**src/rtl/i2c_tgt_pkg.sv**
```systemverilog
package i2c_tgt_pkg;
  typedef enum logic [2:0] {
    ST_IDLE,
    ST_ADDR,
    ST_ADDR_ACK,
    ST_WR,
    ST_WR_ACK,
    ST_RD,
    ST_RD_ACK,
    ST_SKIP
  } tgt_state_e;
endpackage

```
**src/rtl/i2c_line_sync.sv**
```systemverilog
module i2c_line_sync #(
  parameter int unsigned LINES  = 2,
  parameter int unsigned STAGES = 2
) (
  input  logic             clk_i,
  input  logic             rst_ni,
  input  logic [LINES-1:0] raw_i,
  output logic [LINES-1:0] lvl_o,
  output logic [LINES-1:0] prev_o,
  output logic [LINES-1:0] rise_o,
  output logic [LINES-1:0] fall_o
);
  for (genvar g = 0; g < LINES; g++) begin : g_line
    logic [STAGES-1:0] sync_q;
    logic              prev_q;
    // idle bus is high, so reset to 1
    always_ff @(posedge clk_i or negedge rst_ni) begin
      if (!rst_ni) begin
        sync_q <= '1;
        prev_q <= 1'b1;
      end else begin
        sync_q <= {sync_q[STAGES-2:0], raw_i[g]};
        prev_q <= sync_q[STAGES-1];
      end
    end
    assign lvl_o[g]  = sync_q[STAGES-1];
    assign prev_o[g] = prev_q;
    assign rise_o[g] = sync_q[STAGES-1] & ~prev_q;
    assign fall_o[g] = ~sync_q[STAGES-1] & prev_q;
  end
endmodule

```
**src/rtl/i2c_cond_det.sv**
```systemverilog
module i2c_cond_det (
  input  logic clk_i,
  input  logic rst_ni,
  input  logic scl_lvl_i,
  input  logic scl_prev_i,
  input  logic sda_rise_i,
  input  logic sda_fall_i,
  output logic start_o,
  output logic stop_o,
  output logic busy_o
);
  logic scl_held;
  logic busy_q;

  assign scl_held = scl_lvl_i & scl_prev_i;
  assign start_o  = scl_held & sda_fall_i;
  assign stop_o   = scl_held & sda_rise_i;

  always_ff @(posedge clk_i or negedge rst_ni) begin
    if (!rst_ni)      busy_q <= 1'b0;
    else if (start_o) busy_q <= 1'b1;
    else if (stop_o)  busy_q <= 1'b0;
  end

  assign busy_o = busy_q;
endmodule

```
**src/rtl/i2c_tgt_engine.sv**
```systemverilog
module i2c_tgt_engine
  import i2c_tgt_pkg::*;
#(
  parameter int unsigned DATA_W  = 8,
  parameter int unsigned ADDR_W  = 7,
  parameter int unsigned CLASS_W = 4,
  parameter logic [CLASS_W-1:0] DEV_CLASS = 4'b1010,
  localparam int unsigned STRAP_W = ADDR_W - CLASS_W,
  localparam int unsigned CNT_W   = $clog2(DATA_W)
) (
  input  logic               clk_i,
  input  logic               rst_ni,
  input  logic               scl_rise_i,
  input  logic               scl_fall_i,
  input  logic               sda_i,
  input  logic               start_i,
  input  logic               stop_i,
  input  logic [STRAP_W-1:0] strap_i,
  input  logic [DATA_W-1:0]  rd_data_i,
  output logic               pd_en_o,
  output logic               match_o,
  output logic               rw_o,
  output logic               wr_valid_o,
  output logic [DATA_W-1:0]  wr_data_o,
  output logic               rd_req_o
);
  tgt_state_e        state_q;
  logic [CNT_W-1:0]  cnt_q;
  logic [DATA_W-1:0] sreg_q;
  logic [DATA_W-1:0] wr_data_q;
  logic              pd_q, match_q, rw_q, acked_q, wr_valid_q, rd_req_q;

  logic [DATA_W-1:0] shift_in;
  logic [ADDR_W-1:0] dev_addr;
  logic              last_bit;
  logic              addr_hit;

  assign shift_in = {sreg_q[DATA_W-2:0], sda_i};
  assign dev_addr = {DEV_CLASS, strap_i};
  assign last_bit = (cnt_q == CNT_W'(DATA_W-1));
  assign addr_hit = (shift_in[DATA_W-1 -: ADDR_W] == dev_addr);

  always_ff @(posedge clk_i or negedge rst_ni) begin
    if (!rst_ni) begin
      state_q    <= ST_IDLE;
      cnt_q      <= '0;
      sreg_q     <= '0;
      wr_data_q  <= '0;
      pd_q       <= 1'b0;
      match_q    <= 1'b0;
      rw_q       <= 1'b0;
      acked_q    <= 1'b0;
      wr_valid_q <= 1'b0;
      rd_req_q   <= 1'b0;
    end else begin
      wr_valid_q <= 1'b0;
      rd_req_q   <= 1'b0;
      if (start_i) begin
        state_q <= ST_ADDR;
        cnt_q   <= '0;
        pd_q    <= 1'b0;
        match_q <= 1'b0;
        acked_q <= 1'b0;
      end else if (stop_i) begin
        state_q <= ST_IDLE;
        cnt_q   <= '0;
        pd_q    <= 1'b0;
        match_q <= 1'b0;
        acked_q <= 1'b0;
      end else begin
        unique case (state_q)
          ST_ADDR: begin
            if (scl_rise_i) begin
              sreg_q <= shift_in;
              cnt_q  <= cnt_q + 1'b1;
              if (last_bit) begin
                cnt_q <= '0;
                if (addr_hit) begin
                  match_q <= 1'b1;
                  rw_q    <= shift_in[0];
                  state_q <= ST_ADDR_ACK;
                end else begin
                  state_q <= ST_SKIP;
                end
              end
            end
          end
          ST_ADDR_ACK, ST_WR_ACK: begin
            // first SCL fall: pull low; second fall: ninth pulse done
            if (scl_fall_i) begin
              if (!pd_q) begin
                pd_q <= 1'b1;
              end else if (state_q == ST_WR_ACK || !rw_q) begin
                pd_q    <= 1'b0;
                state_q <= ST_WR;
              end else begin
                sreg_q   <= rd_data_i;
                rd_req_q <= 1'b1;
                pd_q     <= ~rd_data_i[DATA_W-1];
                cnt_q    <= '0;
                state_q  <= ST_RD;
              end
            end
          end
          ST_WR: begin
            if (scl_rise_i) begin
              sreg_q <= shift_in;
              cnt_q  <= cnt_q + 1'b1;
              if (last_bit) begin
                cnt_q      <= '0;
                wr_data_q  <= shift_in;
                wr_valid_q <= 1'b1;
                state_q    <= ST_WR_ACK;
              end
            end
          end
          ST_RD: begin
            if (scl_fall_i) begin
              if (last_bit) begin
                pd_q    <= 1'b0;
                cnt_q   <= '0;
                state_q <= ST_RD_ACK;
              end else begin
                cnt_q  <= cnt_q + 1'b1;
                sreg_q <= {sreg_q[DATA_W-2:0], 1'b0};
                pd_q   <= ~sreg_q[DATA_W-2];
              end
            end
          end
          ST_RD_ACK: begin
            if (scl_rise_i) begin
              acked_q <= ~sda_i;
            end else if (scl_fall_i) begin
              acked_q <= 1'b0;
              if (acked_q) begin
                sreg_q   <= rd_data_i;
                rd_req_q <= 1'b1;
                pd_q     <= ~rd_data_i[DATA_W-1];
                state_q  <= ST_RD;
              end else begin
                state_q <= ST_SKIP;
              end
            end
          end
          default: ;
        endcase
      end
    end
  end

  assign pd_en_o    = pd_q;
  assign match_o    = match_q;
  assign rw_o       = rw_q;
  assign wr_valid_o = wr_valid_q;
  assign wr_data_o  = wr_data_q;
  assign rd_req_o   = rd_req_q;
endmodule

```
**src/rtl/i2c_target_fe.sv**
```systemverilog
module i2c_target_fe #(
  parameter int unsigned DATA_W      = 8,
  parameter int unsigned ADDR_W      = 7,
  parameter int unsigned CLASS_W     = 4,
  parameter logic [CLASS_W-1:0] DEV_CLASS = 4'b1010,
  parameter int unsigned SYNC_STAGES = 2,
  localparam int unsigned STRAP_W    = ADDR_W - CLASS_W
) (
  input  logic               clk_i,
  input  logic               rst_ni,
  input  logic               scl_i,
  input  logic               sda_i,
  input  logic [STRAP_W-1:0] strap_i,
  input  logic [DATA_W-1:0]  rd_data_i,
  output logic               sda_pd_no,
  output logic               bus_busy_o,
  output logic               addr_match_o,
  output logic               rw_o,
  output logic               wr_valid_o,
  output logic [DATA_W-1:0]  wr_data_o,
  output logic               rd_req_o
);
  localparam int unsigned IDX_SCL = 0;
  localparam int unsigned IDX_SDA = 1;

  logic [1:0] lvl, prev, rise, fall;
  logic       scl_lvl, sda_lvl;
  logic       start_det, stop_det;
  logic       pd_en;

  i2c_line_sync #(.LINES(2), .STAGES(SYNC_STAGES)) u_sync (
    .clk_i  (clk_i),
    .rst_ni (rst_ni),
    .raw_i  ({sda_i, scl_i}),
    .lvl_o  (lvl),
    .prev_o (prev),
    .rise_o (rise),
    .fall_o (fall)
  );

  assign scl_lvl = lvl[IDX_SCL];
  assign sda_lvl = lvl[IDX_SDA];

  i2c_cond_det u_cond (
    .clk_i      (clk_i),
    .rst_ni     (rst_ni),
    .scl_lvl_i  (scl_lvl),
    .scl_prev_i (prev[IDX_SCL]),
    .sda_rise_i (rise[IDX_SDA]),
    .sda_fall_i (fall[IDX_SDA]),
    .start_o    (start_det),
    .stop_o     (stop_det),
    .busy_o     (bus_busy_o)
  );

  i2c_tgt_engine #(
    .DATA_W(DATA_W), .ADDR_W(ADDR_W), .CLASS_W(CLASS_W), .DEV_CLASS(DEV_CLASS)
  ) u_eng (
    .clk_i      (clk_i),
    .rst_ni     (rst_ni),
    .scl_rise_i (rise[IDX_SCL]),
    .scl_fall_i (fall[IDX_SCL]),
    .sda_i      (sda_lvl),
    .start_i    (start_det),
    .stop_i     (stop_det),
    .strap_i    (strap_i),
    .rd_data_i  (rd_data_i),
    .pd_en_o    (pd_en),
    .match_o    (addr_match_o),
    .rw_o       (rw_o),
    .wr_valid_o (wr_valid_o),
    .wr_data_o  (wr_data_o),
    .rd_req_o   (rd_req_o)
  );

  assign sda_pd_no = ~pd_en;
endmodule

```
**config.mk**
```make
export PLATFORM = sky130hd
export DESIGN_NAME = i2c_target_fe
export DESIGN_NICKNAME = d
export VERILOG_FILES = /design/src/rtl/i2c_tgt_pkg.sv /design/src/rtl/i2c_line_sync.sv /design/src/rtl/i2c_cond_det.sv /design/src/rtl/i2c_tgt_engine.sv /design/src/rtl/i2c_target_fe.sv
export SDC_FILE = /design/constraint.sdc
export NUM_CORES = 1
export LEC_CHECK = 0
export ABC_CLOCK_PERIOD_IN_PS = 6600
export BUFFER_PORTS_ARGS = -buffer_cell sky130_fd_sc_hd__buf_4
export CORE_UTILIZATION = 50
export CTS_BUF_LIST = sky130_fd_sc_hd__clkbuf_4
export CTS_CLUSTER_SIZE = 10
export DETAILED_ROUTE_END_ITERATION = 16
export GPL_ROUTABILITY_DRIVEN = 0
export PLACE_DENSITY_LB_ADDON = 0.15
export SLEW_MARGIN = 30
export SYNTH_ARGS = -nofsm -noshare
export SYNTH_HDL_FRONTEND = slang
export SYNTH_SLANG_ARGS = --single-unit
```
**constraint.sdc**
```tcl
create_clock -name clk_i -period 6.6 [get_ports clk_i]
set_clock_uncertainty 0.15 [all_clocks]
set_input_delay 0.66 -clock clk_i [delete_from_list [all_inputs] [get_ports clk_i]]
set_output_delay 0.66 -clock clk_i [all_outputs]
set_load 0.01 [all_outputs]
```
# Word level (Yosys, flattened, before mapping)
# Cells that the tools add are included.
dict set report totals {
  regBits 34
  output_inout_bits 14
}
dict set report op_classes {
  add_sub_neg 1
  n_eq_ne 30
  n_mux 73
  bitwise 16
  reduce_logical 23
}
# operator n
set ops {}
lappend ops {{$mux 3} 22}
lappend ops {{$mux 7} 9}
lappend ops {{$ne 4x3->1 const B} 10}
lappend ops {{$mux 1} 36}
lappend ops {{$pmux 7 s4} 1}
lappend ops {{$reduce_and 6->1} 3}
lappend ops {{$pmux 3 s5} 1}
lappend ops {{$reduce_bool 3->1} 5}
lappend ops {{$eq 3x3->1 const B} 4}
lappend ops {{$ne 2x1->1 const B} 6}
lappend ops {{$reduce_and 12->1} 1}
lappend ops {{$reduce_and 11->1} 1}
lappend ops {{$reduce_bool 5->1} 2}
lappend ops {{$not 1->1} 9}
lappend ops {{$pmux 3 s3} 1}
lappend ops {{$ne 4x4->1 const B} 2}
lappend ops {{$reduce_bool 4->1} 2}
lappend ops {{$and 1x1->1} 7}
lappend ops {{$eq 7x7->1} 1}
lappend ops {{$reduce_bool 7->1} 1}
lappend ops {{$eq 3x2->1 const B} 2}
lappend ops {{$ne 2x2->1 const B} 3}
lappend ops {{$reduce_and 5->1} 1}
lappend ops {{$ne 4x1->1 const B} 1}
lappend ops {{11 further kinds} 12}

# Depth between registers and ports, before layout
dict set report logic_depth {
  word_depth 8
  depth_mapped 7
}

# Modules after synthesis
# Synthesis repeated with hierarchy kept, for this count alone.
dict set report hier_totals {
  hier_cells 179
  hier_area_um2 1760.4
}
# mod instances cells_per_inst area_per_inst_um2
set by_module_without_submodules {}
lappend by_module_without_submodules {i2c_tgt_engine 1 159 1475.2}
lappend by_module_without_submodules {i2c_line_sync 1 14 222.7}
lappend by_module_without_submodules {i2c_cond_det 1 5 58.8}
lappend by_module_without_submodules {i2c_target_fe 1 1 3.8}

# Worst setup path before layout
# OpenSTA, ideal clock, no wires.
dict set report synth_timing {
  path_type {register to register}
  start {reg u_sync.g_line[0].sync_q[1]}
  end {reg u_eng.state_q[0]}
  t_arrival_ps 1903
  required_time_ps 6325
  path_slack_ps 4422
  path_stages_with_launch 8
  n_path_buf 1
  period_less_slack_ps 2178
  path_cell_list {dfstp_2 inv_1 ha_1 buf_2 and4b_1 a211o_2 o32a_2 mux2_2}
}
dict set report synth_via {
  elab_chain_len 4
}
# element line_no
set synth_lines {}
lappend synth_lines {{start: declaration} i2c_line_sync.sv:14} ;# logic [STAGES-1:0] sync_q;
lappend synth_lines {{start signal: assignment} i2c_line_sync.sv:22} ;# sync_q <= {sync_q[STAGES-2:0], raw_i[g]};
lappend synth_lines {{$and 1x1->1 or $not 1->1 (tied branches)} {i2c_cond_det.sv:15, i2c_line_sync.sv:29}}
lappend synth_lines {{$and 1x1->1, on equally long branches} {i2c_cond_det.sv:16, i2c_line_sync.sv:29, i2c_cond_det.sv:17}}
lappend synth_lines {{$ne 4x4->1 (no source line), or another cell as far along} n/a}
lappend synth_lines {{$reduce_and 11->1 (no source line) or $mux 3 (tied branches)} n/a}
lappend synth_lines {{end signal: assignment} i2c_tgt_engine.sv:45} ;# state_q <= ST_IDLE;
lappend synth_lines {{end signal: assignment} i2c_tgt_engine.sv:59} ;# state_q <= ST_ADDR;
lappend synth_lines {{end signal: assignment} i2c_tgt_engine.sv:65} ;# state_q <= ST_IDLE;
lappend synth_lines {{end: declaration} i2c_tgt_engine.sv:27} ;# tgt_state_e state_q;
# Parallel ways exist; a longest one is shown, timed or not.
# A chain may end at the register's enable or synchronous reset.

# Worst setup path after layout
dict set report layout_timing {
  start {reg u_eng.state_q[2]}
  end {reg u_eng.sreg_q[4]}
}
dict set report layout_via {
  elab_chain_len 4
}
# element line_no
set layout_lines {}
lappend layout_lines {{$eq 3x2->1, or another cell as far along} i2c_tgt_engine.sv:71} ;# unique case (state_q)
lappend layout_lines {{$reduce_or 2->1, or another cell as far along} i2c_tgt_engine.sv:71}
lappend layout_lines {{$ne 2x1->1 (no source line), or another cell as far along} n/a}
lappend layout_lines {{$reduce_and 12->1 (no source line)} n/a}
lappend layout_lines {{end signal: assignment} i2c_tgt_engine.sv:74} ;# sreg_q <= shift_in;
lappend layout_lines {{end signal: assignment} i2c_tgt_engine.sv:97} ;# sreg_q <= rd_data_i;
lappend layout_lines {{end signal: assignment} i2c_tgt_engine.sv:107} ;# sreg_q <= shift_in;
lappend layout_lines {{end: declaration} i2c_tgt_engine.sv:29} ;# logic [DATA_W-1:0] sreg_q;
# Parallel ways exist; a longest one is shown, timed or not.

==> results.toml <==
[die]
die_w_um = 64.9
ioPinCount = 29
fp-row-count = 22
die_area_um2 = 4210
core_um2 = 3720
dieHeight_um = 64.9
start_util = 0.532

[power]
power_density_nw_per_um2 = 349
p_leak_nw = 1.02
clockPowerShare = 0.152
switching_share = 0.383
p_sw_w = 0.000298
peakVddDrop_mv = 0.154
pwr-share-seq = 0.435
combPwrFrac = 0.413
internal_power_w = 0.000481

[clock_tree]
clockBufferDepth = 2
cts_root_buffer = "clkbuf_4"
cts_buffers = 5
clkLatencyLatePin_ns = 0.33
post_cts_buffers = 0
cts_hold_buf = 0
cts_sinks = 34
htreeDepth = 2
cts_tree = "yes"
path_clk_slew_ns = 0.10
ctsResizeCount = 0

[cells_and_area]
syn2layout_area_growth_pct = 12.7
fillers = 336
antenna_cells = 0
final_layout_size_suffix_gt1_frac = 0.364
most-common-layout-cells = "28 x buf_4, 28 x dfrtp_1, 23 x mux2_2"
nets = 225

[detailed_routing]
num_vias = 1489
drc = 0
wirelength_mm = 4.15
routed_via_density = 5.86
wire_per_inst_um = 16.3
drt_iter0_drc = 119
drt_pass1_iterations = 4
ant_nets = 0

[logic_synthesis]
syn_area_um2 = 1980
ys_ff_latch = 34
avgSynthCellArea_um2 = 11.0
synth_top_area_share = 0.354
yosysWarnings = 0
netlist_instances = 180
synth_ff_type = "dfrtp_1"
yosys.area.top_type = "dfrtp_1"
syn_nets = 200
ys_types = 52
ys_seq_area_frac = 0.434
synth-edff-count = 0
synth_top_cells_by_area = "dfrtp_1 35%, mux2_2 13%, dfstp_2 8.0%"
synth-async-reset-ratio = 1.00

[grt]
antenna_found_initial = 0
grt_usage = 0.222
grt_pass1_wl_mm = 6.98
grt_max_degree = 35
grt_pass1_vias = 1426
overflow = 0

[flow_run]
maxCapViolations = 0

[sta]
setup-tns-final_ns = 0
finalSetupViolations = 0
whs_ns = 0.102
worst-slew-pin-transition_ns = 0.804
hold_viol_final = 0
setup_ws_ns = 4.19
fmax_ghz = 0.414
post-route-min-period_ns = 2.41
slew_violations = 0
rsz0062_at_grt = "no"
slew-limit-headroom = 0.464
min_period_over_period = 0.366

[status]
outcome = "complete, no violations"

[critical_path]
crit_path_cell_trace = "a221oi_1 -> nor3b_2 -> nand4_2 -> mux2_2"
worst-setup-path-type = "flop to flop"
cp_max_fo = 28
cp_top_family = "flip-flops"
worstPathRequired_ns = 6.67
cp-start-kind = "flop"
timing.critical_path.slowest_stage_cell = "dfrtp_1"
cpPeakStageDelay_ns = 0.88
end_kind = "flop"
critical_path_buf_inv_count = 0
arrival_ns = 2.48

[placed_design]
pre_cts_slack_ns = 4.25
dp_hpwl_mm = 2.83
io_buffers = 28

[min_path]
hold_class = "input port to async pin"
-- registers in the layout, summed over array words and instances, names as in the netlist --
| register | count |
|---|---|
| u_cond.busy_o | 1 |
| u_eng.acked_q | 1 |
| u_eng.cnt_q | 3 |
| u_eng.match_o | 1 |
| u_eng.pd_en_o | 1 |
| u_eng.rd_req_o | 1 |
| u_eng.rw_o | 1 |
| u_eng.sreg_q | 7 |
| u_eng.state_q | 3 |
| u_eng.wr_data_o | 8 |
| u_eng.wr_valid_o | 1 |
| u_sync.g_line.prev_q | 2 |
| u_sync.g_line.sync_q | 4 |
-- final cells by class --
type | instances | area [µm²] | share of cell area
Timing Repair Buffer | 28 | 210 | 0.0943
Multi-Input combinational cell | 130 | 1020 | 0.458
Clock inverter | 1 | 3.75 | 0.00168
Inverter | 6 | 22.5 | 0.0101
Clock buffer | 7 | 52.6 | 0.0236
Tap cell | 48 | 60.1 | 0.0269
Sequential cell | 34 | 858 | 0.385
-- stage by stage --
stage / util / area (µm²) / instances / power [W]
2_1_floorplan: - / 1980 / 180 / 0.000600
3_3_place_gp: 0.585 / 2170 / 246 / 0.000643
3_5_place_dp: 0.585 / 2170 / 246 / 0.000659
4_1_cts: 0.600 / 2230 / 254 / 0.000785
5_1_grt: 0.600 / 2230 / 254 / 0.000833
6_report: 0.600 / 2230 / 254 / 0.000779
-- worst reg2reg max path, cell delays in order (launching register included) --
cell and delay (ns):
dfrtp_1 0.88, a221oi_1 0.23, nor3b_2 0.37, nand4_2 0.30, mux2_2 0.37
-- cell families (layout without fill, tap and decap cells) --
family / after synthesis / count (layout) / share of synthesized area
AO/OA/AOI/OAI: 41 / 41 / 0.149
adder cells (fa/ha/maj): 5 / 5 / 0.0316
buffers and inverters: 16 / 42 / 0.0493
multiplexers: 25 / 25 / 0.141
XOR/XNOR: 5 / 5 / 0.0259
AND/OR/NAND/NOR: 54 / 54 / 0.170
flip-flops: 34 / 34 / 0.434
-- path summary, 6_finish.rpt --
check / slack (ns) / endpoint / depth (start not counted) / startpoint
worst max-delay path: 4.19 / u_eng.sreg_q[4] / 4 / u_eng.state_q[2]
min in group clk_i: 0.21 / u_sync.g_line[1].sync_q[1] / 0 / u_sync.g_line[1].sync_q[0]
worst min register to register: 0.21 / u_sync.g_line[1].sync_q[1] / 0 / u_sync.g_line[1].sync_q[0]
worst max register to register: 4.19 / u_eng.sreg_q[4] / 4 / u_eng.state_q[2]
worst min-delay path: 0.10 / u_eng.state_q[2] / 1 / rst_ni
max in group asynchronous: 5.85 / u_sync.g_line[0].prev_q / 1 / rst_ni
-- cells in the mapped netlist (all sizes together), types with 2 or more instances --
cell type	instances
dfrtp	28
mux2	23
a21oi	10
buf	10
nand2	9
nor2	7
dfstp	6
inv	6
ha	5
nand2b	5
nand3	5
nor2b	5
nor3	5
o21ai	5
a2111oi	3
a21o	3
nand3b	3
nand4	3
o211ai	3
xnor2	3
a211o	2
a221oi	2
a2bb2oi	2
and3b	2
mux2i	2
nor3b	2
nor4bb	2
o21a	2
xor2	2
-- routing by layer --
layer | vias to the layer above | track usage | share of wire
met5 | - | 0 | 0
li1 | 709 | - | -
met4 | 0 | 0.103 | 0.027
met2 | 43 | 0.359 | 0.49
met1 | 725 | 0.283 | 0.44
met3 | 12 | 0.0440 | 0.042
-- power groups by stage --
stage	Combinational, W	Sequential [W]	Clock (W)
4_1_cts	0.000324	0.000337	0.000123
6_report	0.000322	0.000339	0.000118
5_1_grt	0.000354	0.000350	0.000129
3_5_place_dp	0.000318	0.000341	0
2_1_floorplan	0.000313	0.000287	0
3_3_place_gp	0.000307	0.000335	0
No activity file was read; power rests on OpenSTA's default activity.
